File: src/rtl/sweep_pkg.sv
package sweep_pkg;

  typedef enum logic [1:0] {
    PH_HOLD  = 2'd0,
    PH_ARMED = 2'd1,
    PH_SWEEP = 2'd2
  } phase_e;

  typedef enum logic [1:0] {
    B_OFF  = 2'd0,
    B_WAIT = 2'd1,
    B_RUN  = 2'd2
  } bstate_e;

  typedef enum logic [1:0] {
    DM_A      = 2'd0,
    DM_INTENS = 2'd1,
    DM_B      = 2'd2,
    DM_MIX    = 2'd3
  } dmode_e;

  // control -> datapath
  typedef struct packed {
    logic aStart;
    logic aAdv;
    logic holdClr;
    logic holdInc;
    logic idleClr;
    logic idleInc;
    logic bStart;
    logic bAdv;
  } strobe_t;

  // datapath -> control
  typedef struct packed {
    logic aLast;
    logic dlyHit;
    logic bLast;
    logic holdDone;
    logic idleDone;
  } flag_t;

endpackage

File: src/rtl/sweep_dp.sv
module sweep_dp
  import sweep_pkg::*;
#(
  parameter int W       = 16,
  parameter int RATIO_W = 10
) (
  input  logic               clk,
  input  logic               rstN,
  input  strobe_t            stb,
  input  logic [RATIO_W-1:0] ratio,
  input  logic [W-1:0]       lenA,
  input  logic [W-1:0]       delayPt,
  input  logic [W-1:0]       lenB,
  input  logic [W-1:0]       holdoff,
  input  logic [W-1:0]       autoTimeout,
  output flag_t              flg,
  output logic [W-1:0]       aPos,
  output logic [W-1:0]       bPos
);

  localparam int RW1 = RATIO_W + 1;
  localparam int W1  = W + 1;

  logic [RATIO_W-1:0] aPre;
  logic [W-1:0]       holdCnt;
  logic [W-1:0]       idleCnt;
  logic [RATIO_W-1:0] ratioEff;
  logic               preLast;
  logic               posLast;

  // a zero ratio behaves as one tick per position
  assign ratioEff = (ratio == '0) ? RATIO_W'(1) : ratio;
  assign preLast  = ({1'b0, aPre} + RW1'(1)) >= {1'b0, ratioEff};
  assign posLast  = ({1'b0, aPos} + W1'(1)) >= {1'b0, lenA};

  assign flg.aLast    = preLast && posLast;
  assign flg.dlyHit   = (aPre == '0) && (aPos == delayPt);
  assign flg.bLast    = ({1'b0, bPos} + W1'(1)) >= {1'b0, lenB};
  assign flg.holdDone = holdCnt >= holdoff;
  assign flg.idleDone = idleCnt >= autoTimeout;

  // timebase A prescaler and position
  always_ff @(posedge clk) begin
    if (!rstN) begin
      aPre <= '0;
      aPos <= '0;
    end else if (stb.aStart) begin
      aPre <= '0;
      aPos <= '0;
    end else if (stb.aAdv) begin
      if (preLast) begin
        aPre <= '0;
        if (!posLast) aPos <= aPos + W'(1);
      end else begin
        aPre <= aPre + RATIO_W'(1);
      end
    end
  end

  // timebase B position
  always_ff @(posedge clk) begin
    if (!rstN)                          bPos <= '0;
    else if (stb.bStart)                bPos <= '0;
    else if (stb.bAdv && !flg.bLast)    bPos <= bPos + W'(1);
  end

  // holdoff and free-run counters, both saturating at their limits
  always_ff @(posedge clk) begin
    if (!rstN) begin
      holdCnt <= '0;
      idleCnt <= '0;
    end else begin
      if (stb.holdClr)                          holdCnt <= '0;
      else if (stb.holdInc && !flg.holdDone)    holdCnt <= holdCnt + W'(1);
      if (stb.idleClr)                          idleCnt <= '0;
      else if (stb.idleInc && !flg.idleDone)    idleCnt <= idleCnt + W'(1);
    end
  end

endmodule

File: src/rtl/sweep_ctl.sv
module sweep_ctl
  import sweep_pkg::*;
(
  input  logic       clk,
  input  logic       rstN,
  input  logic       trigStb,
  input  logic       dlyTrigStb,
  input  logic       autoMode,
  input  logic       bStartSel,
  input  logic [1:0] dispMode,
  input  flag_t      flg,
  output strobe_t    stb,
  output logic       aSweep,
  output logic       bSweep,
  output logic       intensify,
  output logic       dispSel
);

  phase_e  phase, phaseNxt;
  bstate_e bState, bNxt;

  always_comb begin
    stb      = '0;
    phaseNxt = phase;
    bNxt     = bState;

    case (phase)
      PH_ARMED: begin
        if (trigStb || (autoMode && flg.idleDone)) begin
          phaseNxt   = PH_SWEEP;
          stb.aStart = 1'b1;
        end else begin
          stb.idleInc = 1'b1;
        end
      end
      PH_SWEEP: begin
        stb.aAdv = 1'b1;
        if (flg.aLast) begin
          phaseNxt    = PH_HOLD;
          stb.holdClr = 1'b1;
        end
      end
      PH_HOLD: begin
        if (bState != B_RUN) begin
          if (flg.holdDone) begin
            phaseNxt    = PH_ARMED;
            stb.idleClr = 1'b1;
          end else begin
            stb.holdInc = 1'b1;
          end
        end
      end
      default: phaseNxt = PH_ARMED;
    endcase

    case (bState)
      B_OFF: begin
        if (phase == PH_SWEEP && flg.dlyHit) begin
          if (bStartSel) begin
            bNxt = B_WAIT;
          end else begin
            bNxt       = B_RUN;
            stb.bStart = 1'b1;
          end
        end
      end
      B_WAIT: begin
        if (phase != PH_SWEEP) begin
          bNxt = B_OFF;
        end else if (dlyTrigStb) begin
          bNxt       = B_RUN;
          stb.bStart = 1'b1;
        end else if (flg.aLast) begin
          bNxt = B_OFF;
        end
      end
      B_RUN: begin
        stb.bAdv = 1'b1;
        if (flg.bLast) bNxt = B_OFF;
      end
      default: bNxt = B_OFF;
    endcase
  end

  always_ff @(posedge clk) begin
    if (!rstN) begin
      phase  <= PH_ARMED;
      bState <= B_OFF;
    end else begin
      phase  <= phaseNxt;
      bState <= bNxt;
    end
  end

  assign aSweep = (phase == PH_SWEEP);
  assign bSweep = (bState == B_RUN);

  always_comb begin
    intensify = 1'b0;
    dispSel   = 1'b0;
    case (dmode_e'(dispMode))
      DM_INTENS: intensify = aSweep && bSweep;
      DM_B:      dispSel   = 1'b1;
      DM_MIX:    dispSel   = (bState != B_OFF);
      default:   dispSel   = 1'b0;
    endcase
  end

endmodule

File: src/rtl/sweep_timebase.sv
module sweep_timebase
  import sweep_pkg::*;
#(
  parameter int W       = 16,
  parameter int RATIO_W = 10
) (
  input  logic               clk,
  input  logic               rstN,
  input  logic               trigStb,
  input  logic               dlyTrigStb,
  input  logic               autoMode,
  input  logic               bStartSel,
  input  logic [1:0]         dispMode,
  input  logic [RATIO_W-1:0] ratio,
  input  logic [W-1:0]       lenA,
  input  logic [W-1:0]       delayPt,
  input  logic [W-1:0]       lenB,
  input  logic [W-1:0]       holdoff,
  input  logic [W-1:0]       autoTimeout,
  output logic               aSweep,
  output logic               bSweep,
  output logic [W-1:0]       aPos,
  output logic [W-1:0]       bPos,
  output logic               intensify,
  output logic               dispSel
);

  strobe_t stb;
  flag_t   flg;

  sweep_ctl uCtl (
    .clk        (clk),
    .rstN       (rstN),
    .trigStb    (trigStb),
    .dlyTrigStb (dlyTrigStb),
    .autoMode   (autoMode),
    .bStartSel  (bStartSel),
    .dispMode   (dispMode),
    .flg        (flg),
    .stb        (stb),
    .aSweep     (aSweep),
    .bSweep     (bSweep),
    .intensify  (intensify),
    .dispSel    (dispSel)
  );

  sweep_dp #(.W(W), .RATIO_W(RATIO_W)) uDp (
    .clk         (clk),
    .rstN        (rstN),
    .stb         (stb),
    .ratio       (ratio),
    .lenA        (lenA),
    .delayPt     (delayPt),
    .lenB        (lenB),
    .holdoff     (holdoff),
    .autoTimeout (autoTimeout),
    .flg         (flg),
    .aPos        (aPos),
    .bPos        (bPos)
  );

endmodule

File: config.mk
export PLATFORM = sky130hd
export DESIGN_NAME = sweep_timebase
export DESIGN_NICKNAME = d
export VERILOG_FILES = /design/src/rtl/sweep_pkg.sv /design/src/rtl/sweep_dp.sv /design/src/rtl/sweep_ctl.sv /design/src/rtl/sweep_timebase.sv
export SDC_FILE = /design/constraint.sdc
export NUM_CORES = 1
export LEC_CHECK = 0
export ABC_AREA = 1
export BUFFER_PORTS_ARGS = -buffer_cell sky130_fd_sc_hd__buf_2
export CORE_MARGIN = 3
export CORE_UTILIZATION = 61
export DETAILED_ROUTE_END_ITERATION = 12
export GPL_TIMING_DRIVEN = 0
export PLACE_DENSITY = 0.85
export SLEW_MARGIN = 20
export SYNTH_ARGS = -nofsm -noshare
export SYNTH_HDL_FRONTEND = slang
export SYNTH_SLANG_ARGS = --single-unit
File: constraint.sdc
create_clock -name clk -period 5.98 [get_ports clk]
set_clock_uncertainty 0.05 [all_clocks]
set_input_delay 0.897 -clock clk [delete_from_list [all_inputs] [get_ports clk]]
set_output_delay 0.897 -clock clk [all_outputs]
set_load 0.02 [all_outputs]
# Word-level counts from Yosys, hierarchy flattened

Index checks and enable logic that the tools add are counted.

Flip-flop bits (word level): 78
Input bits: 98
Output and inout port bits: 36
Word-level logic and storage cells: 94

Add/subtract/negate cells: 8
$lt $le $gt $ge: 5
Eq/ne operators: 17
Muxes and demuxes: 31
Bitwise logic cells: 2
Reduce and logical (&&, ||, !) cells: 24

Operators with widths:

| kind                    | number |
|---|---|
| $add A16 B1 Y16 const B | 4 |
| $add A16 B1 Y17 const B | 2 |
| $ge A17 B16 Y1          | 2 |
| $ge A16 B16 Y1          | 2 |
| $mux W2                 | 12 |
| $logic_not A10 Y1       | 2 |
| $mux W10                | 2 |
| $eq A16 B16 Y1          | 1 |
| $mux W1                 | 13 |
| $pmux W2 S3             | 2 |
| $add A10 B1 Y11 const B | 1 |
| $ge A11 B10 Y1          | 1 |
| $add A10 B1 Y10 const B | 1 |
| $ne A2 B1 Y1 const B    | 5 |
| $eq A2 B2 Y1 const B    | 4 |
| $logic_and A1 B1 Y1     | 8 |
| $reduce_or A2 Y1        | 4 |
| $eq A2 B1 Y1 const B    | 3 |
| $ne A2 B2 Y1 const B    | 3 |
| $reduce_and A3 Y1       | 2 |
| $logic_not A2 Y1        | 2 |
| $ne A4 B3 Y1 const B    | 1 |
| $pmux W1 S2             | 2 |
| $reduce_and A4 Y1       | 1 |
| other kinds (4)         | 7 |

# Depth between registers and ports, before layout

Gate-level depths: netlist of the first run.

Depth after elaboration: 8
Mapped depth: 23
Depth with buffers taken out: 22

# By module

A second synthesis of the first run with hierarchy kept.

Cell total of the unflattened synthesis: 1,093
Area, all modules: 6,885.4 um2

Modules (own cells, without submodules):

| module    | instances | cells an instance | area an instance (um2) | sequential area each (um2) |
|---|---|---|---|---|
| sweep_dp  | 1         | 1,028             | 6,501.2                | 1,481.4 |
| sweep_ctl | 1         | 65                | 384.1                  | 80.1 |

# Least setup slack after synthesis of the first run

Ideal clock, no wire load.

Kind: reg2reg
From: reg uDp.aPos[2]
To: reg uDp.holdCnt[3]
Library setup time: 115 ps
Arrival time: 2,813 ps
Data required time: 5,815 ps
Setup slack: 3,002 ps
Cell stages (with the launch flop): 20
Path buffers: 0
Period minus slack after synthesis: 2,978 ps
Path through: dfxtp_1 nand2_1 nor2_2 nand2_1 nor3b_4 nand4_1 nor2_1 xor2_1 ha_1 inv_1 nor2_1 nand2_1 nor2_1 nand2_1 nand2_1 nand2_2 o21ai_2 inv_2 o21ai_1 nor2_1

Cells in the longest elaborated chain, start to end: 6

RTL lines:

| element                           | RTL line        | text |
|---|---|---|
| start: declaration                | sweep_dp.sv:17  | `output logic [W-1:0] aPos,` |
| start signal: assignment          | sweep_dp.sv:53  | `if (!posLast) aPos <= aPos + W'(1);` |
| $add A16 B1 Y17                   | sweep_dp.sv:34  | `assign posLast = ({1'b0, aPos} + W1'(1)) >= {1'b0, lenA};` |
| $ge A17 B16 Y1                    | sweep_dp.sv:34  |  |
| $logic_and A1 B1 Y1               | sweep_dp.sv:36  | `assign flg.aLast = preLast && posLast;` |
| $mux W1                           | sweep_ctl.sv:38 | `if (flg.aLast) begin` |
| $mux W2                           | sweep_ctl.sv:27 | `case (phase)` |
| $reduce_or A2 Y1 (no source line) | --              |  |
| end signal: assignment            | sweep_dp.sv:74  | `else if (stb.holdInc && !flg.holdDone) holdCnt <= holdCnt + W'(1);` |
| end: declaration                  | sweep_dp.sv:25  | `logic [W-1:0] holdCnt;` |

No other way between the ends.
A chain may end at the register's enable or synchronous reset.

# Worst setup path after layout of the first run

From: reg uDp.aPos[0]
To: reg uDp.holdCnt[3]

The elaborated chain is that of the path after synthesis.

==> results of run 1 <==
==> per-stage QoR <==
| step | hold slack, ns | total power, W | std cells | utilization, % | instance area, um2 |
|---|---|---|---|---|---|
| floorplan | 0.404 | 0.000783 | 1022 | - | 6690 |
| global placement | 0.417 | 0.000879 | 1290 | 71.6 | 7520 |
| detailed placement | 0.416 | 0.000889 | 1290 | 71.6 | 7520 |
| CTS | 0.428 | 0.00129 | 1306 | 73.5 | 7730 |
| global route | 0.475 | 0.00136 | 1306 | 73.5 | 7730 |
| finish | 0.430 | 0.00129 | 1306 | 73.5 | 7730 |
==> cell usage in the layout, fill, tap and decap left out, drive strengths merged, types with 9 or more instances in the layout <==
| cell | Yosys | routed |
|---|---|---|
| nand2 | 261 | 261 |
| inv | 179 | 179 |
| buf | 11 | 143 |
| nor2 | 101 | 101 |
| a21oi | 89 | 89 |
| ha | 83 | 83 |
| dfxtp | 78 | 78 |
| nand3 | 53 | 53 |
| xor2 | 45 | 45 |
| nand4 | 35 | 35 |
| clkbuf | 9 | 22 |
| xnor2 | 17 | 17 |
| nor3 | 17 | 17 |
| o21ai | 15 | 15 |
| nor4 | 9 | 9 |
==> power by group <==
group	internal, W	switching (W)
Clock	0.000216	0.000194
Combinational	0.000108	0.000221
Sequential	0.000535	0.0000146
==> path summary, 6_finish.rpt <==
path	slack (ns)	startpoint	depth (start not counted)	end
worst max-delay path	2.54	uDp.aPos[0]	20	uDp.holdCnt[3]
worst min-delay path	0.43	uDp.aPre[6]	2	uDp.aPre[6]
worst max register to register	2.54	uDp.aPos[0]	20	uDp.holdCnt[3]
worst min register to register	0.43	uDp.aPre[6]	2	uDp.aPre[6]
==> kinds of logic after synthesis <==
kind of cell | synth area share, %
buffers and inverters | 11.6
AND/OR/NAND/NOR | 32.0
AO/OA/AOI/OAI | 9.40
adder cells (fa/ha/maj) | 15.5
flip-flops | 23.3
XOR/XNOR | 8.11
==> registers in the layout, summed over array words and instances, names as in the netlist <==
register and cells:
uCtl.phase 2, uDp.bPos 16, uDp.aPre 10, uCtl.bState 2, uDp.idleCnt 16, uDp.holdCnt 16
uDp.aPos 16
==> cell type report <==
type	instances	area [um2]
Fill cell	929	2780
Multi-Input combinational cell	745	4350
Tap cell	136	170
Clock inverter	3	42.5
Timing Repair Buffer	132	661
Clock buffer	13	159
Sequential cell	78	1560
Buffer	20	108
Inverter	179	672
==> layer usage <==
layer | track usage, % | share of wire, %
met5 | 0 | 0
met4 | 6.40 | 1.5
met3 | 4.53 | 5.6
met2 | 45.3 | 47
met1 | 31.8 | 45
==> critical path: cells and delay by family (launching register included) <==
family,cells,cell delay (ns)
flops,1,0.43
buf+inv,4,0.43
xor+xnor,1,0.17
compound gates,2,0.53
fa+ha+maj,1,0.28
simple gates,12,1.43
==> impl_results.md, run 1 <==
* Residual DRC at 0
* Gr ovfl total at 0
* Asr flop ratio synth at 0%
* HPWL after detailed placement at approximately 13000 um
* Worst-path cell chain: inv_1 > nor2_2 > nand2_1 > nor3b_4 > nand2_1 > nor2_1 > xor2_1 > inv_1 > ha_1 > nand2_1 > nor2_1 > inv_1 > nor2_1 > nand2_1 > nand2_1 > nand2_2 > o21ai_2 > inv_2 > o21ai_1 > nor2_1
* Synthesized netlist cell count at just over 1000
* Post-Synthesis Cell Area at 6690 um2
* Slack of the critical path at about 2.5 ns
* Via Count at between 6000 and 7000
* Inserted Diodes at 0
* PD cells at 167 nW/um2
* DR WL/cell at roughly 12 um
* Final Hold Viols at 0
* WP data arrival at approximately 3.6 ns
* Largest net degree at the start of global routing at 13
* Peak VDD IR at around 0.13 mV
* # nets final at around 1300
* Crit start category: flip-flop
* Worst Hold Class: reg2reg
* Register area share after synthesis at around a quarter
* Leakage at 4.09 nW
* Clock tree buffer depth at 2
* Initial core utilization at between 60% and 70%
* Post-CTS Setup Inserts at 0
* Final period utilization at between 50% and 60%
* Setup Slack @ Placement at approximately 2.6 ns
* CP endpoint kind: flip-flop
* Max cap viols at 0
* First-pass GRT wire length at ~27000 um
* Core area at around 11000 um2
* Post-CTS Resized at 0
* Number of DRC markers in iteration 0 at 310
* Area Growth Syn to Fin at 15.4%
* Slowest cell delay on critical path at roughly 0.43 ns
* Synth top cells by count: nand2_1 (259), inv_1 (176), nor2_1 (95)
* Number of synthesized flops with an enable pin at 0
* Die X at roughly 110 um
* GRT Total Usage at about 26%
* Synth Flop Type: dfxtp_1
* Worst slew margin at 57.6%
* Synth unique cells at 39
* Slowest CP cell: dfxtp_1
* Mean post-synth cell area at 6.55 um2
* Clock sinks at 78
* Post-synth top area share at about a quarter
* Layout cell share with drive strength beyond 1 at around 16%
* Status: complete, no violations
* WS Path Type: reg2reg
* Die area at approximately 12000 um2
* Top-count cell post-synth: nand2_1
* Number of global-route vias before repair at 6466
* Worst-margin pin slew at roughly 0.63 ns
* Io pins at between 100 and 150
* Min Tclk post-route at ~3.4 ns
* Final Max Slew Viols at 0
* RSZ-0062 raised after global routing: false
* Worst-Skew Late Latency at approximately 0.35 ns
* GPL Wtd Cong at ~0.98
* Setup TNS at 0 ns
* Root Buffer: clkbuf_8
* Syn_nets at between 1000 and 1500
* CTS tree: done
* Total CTS buffers at 9
* Max FO, Critical Path at 10
* H-tree depth at 3
* WP data required at 6.18 ns
* Final setup violation count at 0
* IO buf count at 132
* Clk slew on worst S/H paths at around 0.080 ns
* Routed WL at approximately 16000 um
* Routed Antenna Nets at 0
* Number of cell rows at 37
* FF+latch count, synth at 78
* Initial antenna violation count at 0
* FMAX at 0.291 GHz
* Crit-path most repeated cell: nand2_1
* Hold_buf cts at 0
* Yosys warnings at 0
* Via/cell ratio at ~5.1
* Top post-synthesis cells by area: dfxtp_1 (23%), ha_1 (16%), nand2_1 (15%)
* Die height at about 110 um
* 1st-pass router iterations at 5
* Yosys top cell by area: dfxtp_1
Note: power is estimated with default switching activity, not from simulation.
==> run 2: changes to the inputs <==
--- a/config.mk
+++ b/config.mk
@@ -5,13 +5,13 @@
 export SDC_FILE = /design/constraint.sdc
 export NUM_CORES = 1
 export LEC_CHECK = 0
-export ABC_AREA = 1
+export ABC_AREA = 0
 export BUFFER_PORTS_ARGS = -buffer_cell sky130_fd_sc_hd__buf_2
 export CORE_MARGIN = 3
-export CORE_UTILIZATION = 61
+export CORE_UTILIZATION = 51
 export DETAILED_ROUTE_END_ITERATION = 12
 export GPL_TIMING_DRIVEN = 0
-export PLACE_DENSITY = 0.85
+export PLACE_DENSITY = 0.76
 export SLEW_MARGIN = 20
 export SYNTH_ARGS = -nofsm -noshare
 export SYNTH_HDL_FRONTEND = slang
==> constraint.sdc (replaced) <==
create_clock -name clk -period 2.8 [get_ports clk]
set_clock_uncertainty 0.05 [all_clocks]
set_input_delay 0.42 -clock clk [delete_from_list [all_inputs] [get_ports clk]]
set_output_delay 0.42 -clock clk [all_outputs]
set_load 0.02 [all_outputs]
==> run 2 against run 1 <==
The run now ends with negative setup slack left. Synthesized cell count is 22% lower. Global-route usage is 2.3 points lower. Worst hold slack worse by 0.049 ns. Non-clock buffer count is 55 higher. Area after synthesis is 5.4% lower. Sequential share of layout area is 1.6 points lower. Die area is 12% higher. Clock power grew to 3.3 times the previous value. Total power is 140% higher. Core utilization is 1.6 points lower. Critical endpoint is now uDp.aPos[8]. Largest cell class unchanged. Largest power group is now clock.
==> impl_results.md, run 2 <==
* Top post-synthesis cells by area: dfxtp_1 (25%), ha_1 (16%), xnor2_1 (7.5%)
* Root Buffer: clkbuf_16
* Synth Flop Type: dfxtp_1
* Via/cell ratio at 5.42 (+5.4%)
* Total power at 0.00311 W (+140%)
* Layout cell share with drive strength beyond 1 at 34.2% (+18 points)
* Post-Synthesis Cell Area at 6330 um2 (-5.4%)
* Synth unique cells at 62 (+59%)
* RSZ-0062 raised after global routing: true
* CP endpoint kind: flip-flop
* GPL Wtd Cong at 0.879 (-9.9%)
* Multiplexer share of the synthesized area at 0.969% (+0.97 points)
* Worst-margin pin slew at 0.663 ns (+0.0290 ns)
* Sequential Area at 1620 um2 (+3.5%)
* 1st-pass router iterations at 5 (unchanged)
* Die height at 117 um (+6.0%)
* Most frequent cells in the layout: buf_2 (133), inv_1 (83), ha_1 (79)
* Worst Hold Class: in2reg
* Yosys top cell by area: dfxtp_1
* Number of synthesized flops with an enable pin at 0 (unchanged)
* Compound-Gate Fraction of Synth Area at 12.7% (+3.3 points)
* Multi-input logic area at 4900 um2 (+13%)
* Register area share after synthesis at 24.7% (+1.3 points)
* Post-synth top area share at 24.7% (+1.3 points)
* Crit start category: flip-flop
* FF+latch count, synth at 78 (unchanged)
* Final core utilization at 71.9% (-1.6 points)
* Largest family of logic cells by synthesized area: simple AND/OR/NAND/NOR gates
* Sw Ratio at 26.4% (-7.0 points)
* Largest net degree at the start of global routing at 14 (+1)
* Yosys warnings at 0 (unchanged)
* # nets final at 1172 (-13%)
* Setup Slack @ Placement at -0.811 ns (-3.41 ns)
* Status: finished, violations left
* XOR/XNOR Fraction of Synth Area at 13.8% (+5.7 points)
* CTS tree: done
* Final period utilization at 118% (+60 points)
* FMAX at 0.304 GHz (+4.4%)
* Failing checks: negative setup slack
* DR WL/cell at 14.3 um (+20%)
* Setup TNS at -15.69 ns (-15.69 ns)
* Syn_nets at 980 (-19%)
* Die area at 13800 um2 (+12%)
* Min Tclk post-route at 3.29 ns (-0.145 ns)
* Combinational share of power at 18.9% (-6.7 points)
* Routed WL at 16700 um (+7.1%)
* Psw at 0.000820 W (+91%)
* Die X at 117 um (+6.0%)
* H-tree depth at 3 (unchanged)
* Number of cell rows at 40 (+8.1%)
* Io pins at 134 (unchanged)
* PD cells at 359 nW/um2 (+120%)
* WS Path Type: reg2reg
* Cell Area, Placed at 7500 um2 (-0.37%)
* Number of global-route vias before repair at 5957 (-7.9%)
* Clock sinks at 78 (unchanged)
* Synthesized netlist cell count at 799 (-22%)
* HPWL after detailed placement at 11900 um (-6.1%)
* Via Count at 6307 (-6.1%)
* Gr ovfl total at 0 (unchanged)
* Final Max Slew Viols at 0 (unchanged)
* Initial core utilization at 52.5% (-11 points)
* Inserted Diodes at 0 (unchanged)
* Leakage at 4.05 nW (-1.0%)
* Worst-Skew Late Latency at 0.34 ns (about the same)
* Area Growth Syn to Fin at 37.0%
* Mean post-synth cell area at 7.92 um2 (+21%)
* Max FO, Critical Path at 6 (-4)
* Clk slew on worst S/H paths at 0.06 ns (-0.02 ns)
* Slack of the critical path at -0.493 ns (-3.03 ns)
* Asr flop ratio synth at 0% (unchanged)
* Commonest non-fill, non-tap cell in the layout: buf_2
* Initial antenna violation count at 1 (+1)
* Clock Power Share at 43.8% (+12 points)
* Peak VDD IR at 0.304 mV (+140%)
* Clock tree buffer depth at 2 (unchanged)
* Total CTS buffers at 9 (unchanged)
* Synth top cells by count: ha_1 (83), inv_1 (83), dfxtp_1 (78)
* Fillers at 931 (+0.22%)
* Residual DRC at 0 (unchanged)
* Seq pwr share at 37.3% (-5.4 points)
* IO buf count at 132 (unchanged)
* Post-route cell area at 8670 um2 (+12%)
* WP data required at 3.00 ns (-3.18 ns)
* Routed Antenna Nets at 0 (unchanged)
* Number of DRC markers in iteration 0 at 301 (-2.9%)
* Hold_buf cts at 0 (unchanged)
* Synth Area in Adders at 16.4% (+0.89 points)
* Core area at 12100 um2 (+15%)
* Pint at 0.00229 W (+170%)
* Final setup violation count at 59 (+59)
* Worst slew margin at 55.5% (-2.1 points)
* Final Hold Viols at 0 (unchanged)
* First-pass GRT wire length at 27200 um (-0.30%)
* WP data arrival at 3.49 ns (-0.15 ns)
* Max cap viols at 0 (unchanged)
* Simple-gate share of the synthesized area at 24.6% (-7.4 points)
* GRT Total Usage at 23.2% (-2.3 points)
run 2: path summary, 6_finish.rpt:
path	to	slack, ns	startpoint	cells past startpoint
hold reg to reg	uDp.bPos[4]	0.44	uDp.bPos[4]	2
setup reg to reg	uDp.aPos[8]	-0.49	uDp.aPos[0]	14
hold / removal	uCtl.bState[0]	0.38	bStartSel	3
setup / recovery	uDp.aPos[8]	-0.49	uDp.aPos[0]	14
run 2: power by group through the flow:
stage,clock network (W),logic [W],registers (W)
floorplan,0,0.000344,0.00118
global placement,0,0.000493,0.00119
detailed placement,0,0.000507,0.00119
CTS,0.00138,0.000558,0.00116
global route,0.00142,0.000661,0.00116
finish,0.00136,0.000588,0.00116
run 2: per-stage QoR:
step / cells / hold WS [ns]
floorplan: 799 / 0.401
global placement: 1099 / 0.421
detailed placement: 1099 / 0.432
CTS: 1145 / 0.389
global route: 1164 / 0.419
finish: 1164 / 0.380
run 2: cell families after synthesis:
kind of cell             count (synthesis)
AO/OA/AOI/OAI                          120
AND/OR/NAND/NOR                        301
flip-flops                              78
adder cells (fa/ha/maj)                 83
multiplexers                             6
XOR/XNOR                               100
buffers and inverters                  111
run 2: what timing repair did:
action,4_1_cts,5_1_grt
setup endpoints to repair,73,78
setup buffers,30,21
resized for setup,52,60
gates cloned,3,1
pin swaps,38,26
run 2: area by class of cell:
cell class / instances / share of cell area [%]
clock buffers: 11 / 2.80
inverters: 84 / 3.68
well taps: 168 / 2.42
clock inverters: 5 / 1.21
flip-flops and latches: 78 / 18.6
plain buffers: 23 / 2.12
multi-input cells: 611 / 56.6
repair buffers: 184 / 12.6
run 2: worst max-delay path: stages, from the launching register on:
cell and delay [ns]:
dfxtp_4 0.37, ha_4 0.15, and3_4 0.24, nand2_8 0.08
nor3_4 0.14, xor2_1 0.23, ha_1 0.29, buf_4 0.14
a21oi_1 0.14, o21ai_1 0.10, nand2b_1 0.15, nand3_4 0.13
or4_4 0.45, or3_1 0.36, a21oi_1 0.17
run 2: metal layers:
layer | vias up | track usage, % | part of all wire (%)
met5 | - | 0 | 0.066
met4 | 2 | 6.82 | 2.0
met3 | 31 | 4.05 | 4.7
met2 | 195 | 40.8 | 49
met1 | 2911 | 29.2 | 44
li1 | 3168 | - | -
==> run 3: changes to the inputs <==
--- a/config.mk
+++ b/config.mk
@@ -7,8 +7,10 @@
 export LEC_CHECK = 0
 export ABC_AREA = 0
 export BUFFER_PORTS_ARGS = -buffer_cell sky130_fd_sc_hd__buf_2
+export CELL_PAD_IN_SITES_DETAIL_PLACEMENT = 1
+export CELL_PAD_IN_SITES_GLOBAL_PLACEMENT = 1
 export CORE_MARGIN = 3
-export CORE_UTILIZATION = 51
+export CORE_UTILIZATION = 37
 export DETAILED_ROUTE_END_ITERATION = 12
 export GPL_TIMING_DRIVEN = 0
 export PLACE_DENSITY = 0.76
==> run 3 against run 2 <==
The flow still finishes with violations (negative setup slack). Worst hold slack better by 0.012 ns. Via count grew 6.1%. Non-clock buffer count up 26. First-iteration DRC count is 17% higher. Largest cell class unchanged.
==> impl_results.md, run 3 (same netlist as run 2, synthesis figures left out) <==
* # nets final at 1198 (+2.2%)
* Die height at 137 um (+17%)
* H-tree depth at 3 (unchanged)
* Most frequent cells in the layout: buf_2 (134), inv_1 (83), ha_1 (77)
* WP data required at 3.01 ns (about the same)
* Worst-margin pin slew at 0.516 ns (-0.147 ns)
* Number of DRC markers in iteration 0 at 352 (+17%)
* Leakage at 4.25 nW (+5.1%)
* Gr ovfl total at 0 (unchanged)
* GRT Total Usage at 22.7% (-0.53 points)
* Status: finished, violations left
* Routed Antenna Nets at 0 (unchanged)
* Die area at 18700 um2 (+36%)
* GPL Wtd Cong at 0.813 (-7.5%)
* Max cap viols at 0 (unchanged)
* Fillers at 2023 (+120%)
* Worst Hold Class: in2reg
* Commonest non-fill, non-tap cell in the layout: buf_2
* Largest net degree at the start of global routing at 15 (+1)
* Max FO, Critical Path at 6 (unchanged)
* Critical R2R Launch: uDp.aPre[2]
* FMAX at 0.293 GHz (-3.6%)
* Total CTS buffers at 9 (unchanged)
* IO buf count at 132 (unchanged)
* Final Hold Viols at 0 (unchanged)
* Initial antenna violation count at 0 (-1)
* Residual DRC at 0 (unchanged)
* Finished Layout Cells at 1242 (+6.7%)
* Hold_buf cts at 0 (unchanged)
* Worst slew margin at 65.4% (+9.9 points)
* Peak VDD IR at 0.328 mV (+7.8%)
* Crit. Startpoint: uDp.aPre[2]
* CP endpoint kind: flip-flop
* Final period utilization at 122% (+4.4 points)
* Final Max Slew Viols at 0 (unchanged)
* Core area at 16600 um2 (+38%)
* Routed WL at 23800 um (+43%)
* Worst-Skew Late Latency at 0.35 ns (about the same)
* Clock tree buffer depth at 2 (unchanged)
* WP data arrival at 3.62 ns (+0.13 ns)
* Io pins at 134 (unchanged)
* Fin Hold WS at 0.392 ns (+0.0120 ns)
* Number of global-route vias before repair at 6887 (+16%)
* PD cells at 336 nW/um2 (-6.4%)
* Die X at 137 um (+17%)
* Hold wc startpoint: bStartSel
* Root Buffer: clkbuf_16
* Crit start category: flip-flop
* First-pass GRT wire length at 34000 um (+25%)
* Final setup violation count at 62 (+5.1%)
* Clk slew on worst S/H paths at 0.06 ns (about the same)
* Inserted Diodes at 0 (unchanged)
* Dpl cells at 1151 (+4.7%)
* Failing checks: negative setup slack
* Initial core utilization at 38.0% (-14 points)
* Slack of the critical path at -0.617 ns (-0.124 ns)
* Area Growth Syn to Fin at 47.0%
* Via/cell ratio at 5.39 (-0.60%)
* Min Tclk post-route at 3.42 ns (+0.124 ns)
* RSZ-0062 raised after global routing: true
* DR WL/cell at 19.2 um (+34%)
* Number of cell rows at 47 (+18%)
* CTS tree: done
* Layout cell share with drive strength beyond 1 at 39.4% (+5.2 points)
* Via Count at 6689 (+6.1%)
* 1st-pass router iterations at 4 (-1)
* HPWL after detailed placement at 14400 um (+21%)
* WS Path Type: reg2reg
* Clock sinks at 78 (unchanged)
## run 3: cell types whose count changed in the layout (fill, tap and decap cells not counted), moves of 5 or more
| cell | change |
|---|---|
| buf_4 | +17 |
| nor2_1 | +9 |
| nor2_2 | -9 |
| nor4_1 | -8 |
| o21ai_2 | +8 |
| o21ai_0 | -7 |
| a21oi_1 | -6 |
| a21oi_2 | +6 |
| nor4_4 | +6 |
| nand3_1 | -5 |
## run 3: path summary, 6_finish.rpt
path,endpoint,slack (ns),cells past startpoint
setup reg to reg,uDp.aPos[5],-0.62,11
hold / removal,uCtl.bState[0],0.39,3
setup / recovery,uDp.aPos[5],-0.62,11
hold reg to reg,uCtl.phase[1],0.44,2
## run 3: through the flow
stage	utilization, %	TNS (ns)	total power (W)	setup WS (ns)	cell area, um2
finish	55.9	-26.92	0.00313	-0.617	9300
global route	55.9	-34.32	0.00326	-0.698	9300
CTS	52.6	-15.50	0.00310	-0.424	8750
detailed placement	45.4	-46.77	0.00172	-0.837	7560
global placement	45.4	-43.46	0.00170	-0.802	7560
floorplan	-	-8.94	0.00153	-0.395	6630
## run 3: cell type report
cell class | instances | area, um2 | share of cell area (%)
buffer | 23 | 199 | 2.14
clock buffer | 10 | 250 | 2.69
clock inverter | 6 | 91.3 | 0.982
inverter | 84 | 317 | 3.40
multi-input combinational | 611 | 5190 | 55.8
sequential | 78 | 1620 | 17.4
tap | 220 | 275 | 2.96
timing repair buffer | 210 | 1360 | 14.6
## run 3: what timing repair did
item	CTS	global route
endpoints found under the setup margin	78	78
buffers inserted	47	27
gates resized for setup	100	72
pin swaps	41	48
cloned	2	3
## run 3: report_power, final
part,switching [W],internal [W]
Sequential,0.0000316,0.00113
Combinational,0.000355,0.000254
Clock,0.000516,0.000839
## run 3: critical path, stage by stage (launching register included)
cell      delay [ns]
dfxtp_4         0.37
and3_4          0.24
and3_4          0.26
nand3_1         0.12
xnor2_1         0.22
ha_1            0.36
o211ai_1        0.19
o221a_1         0.27
buf_6           0.13
or4_4           0.54
or3_1           0.36
a21oi_1         0.19
## run 3: routing by layer
layer	wire length [um]	share of wire [%]	vias to the layer above	track usage [%]
li1	-	-	3206	-
met1	9820	41	3225	27.1
met2	12400	52	207	41.0
met3	997	4.2	51	2.79
met4	644	2.7	0	9.37
met5	0	0	-	0
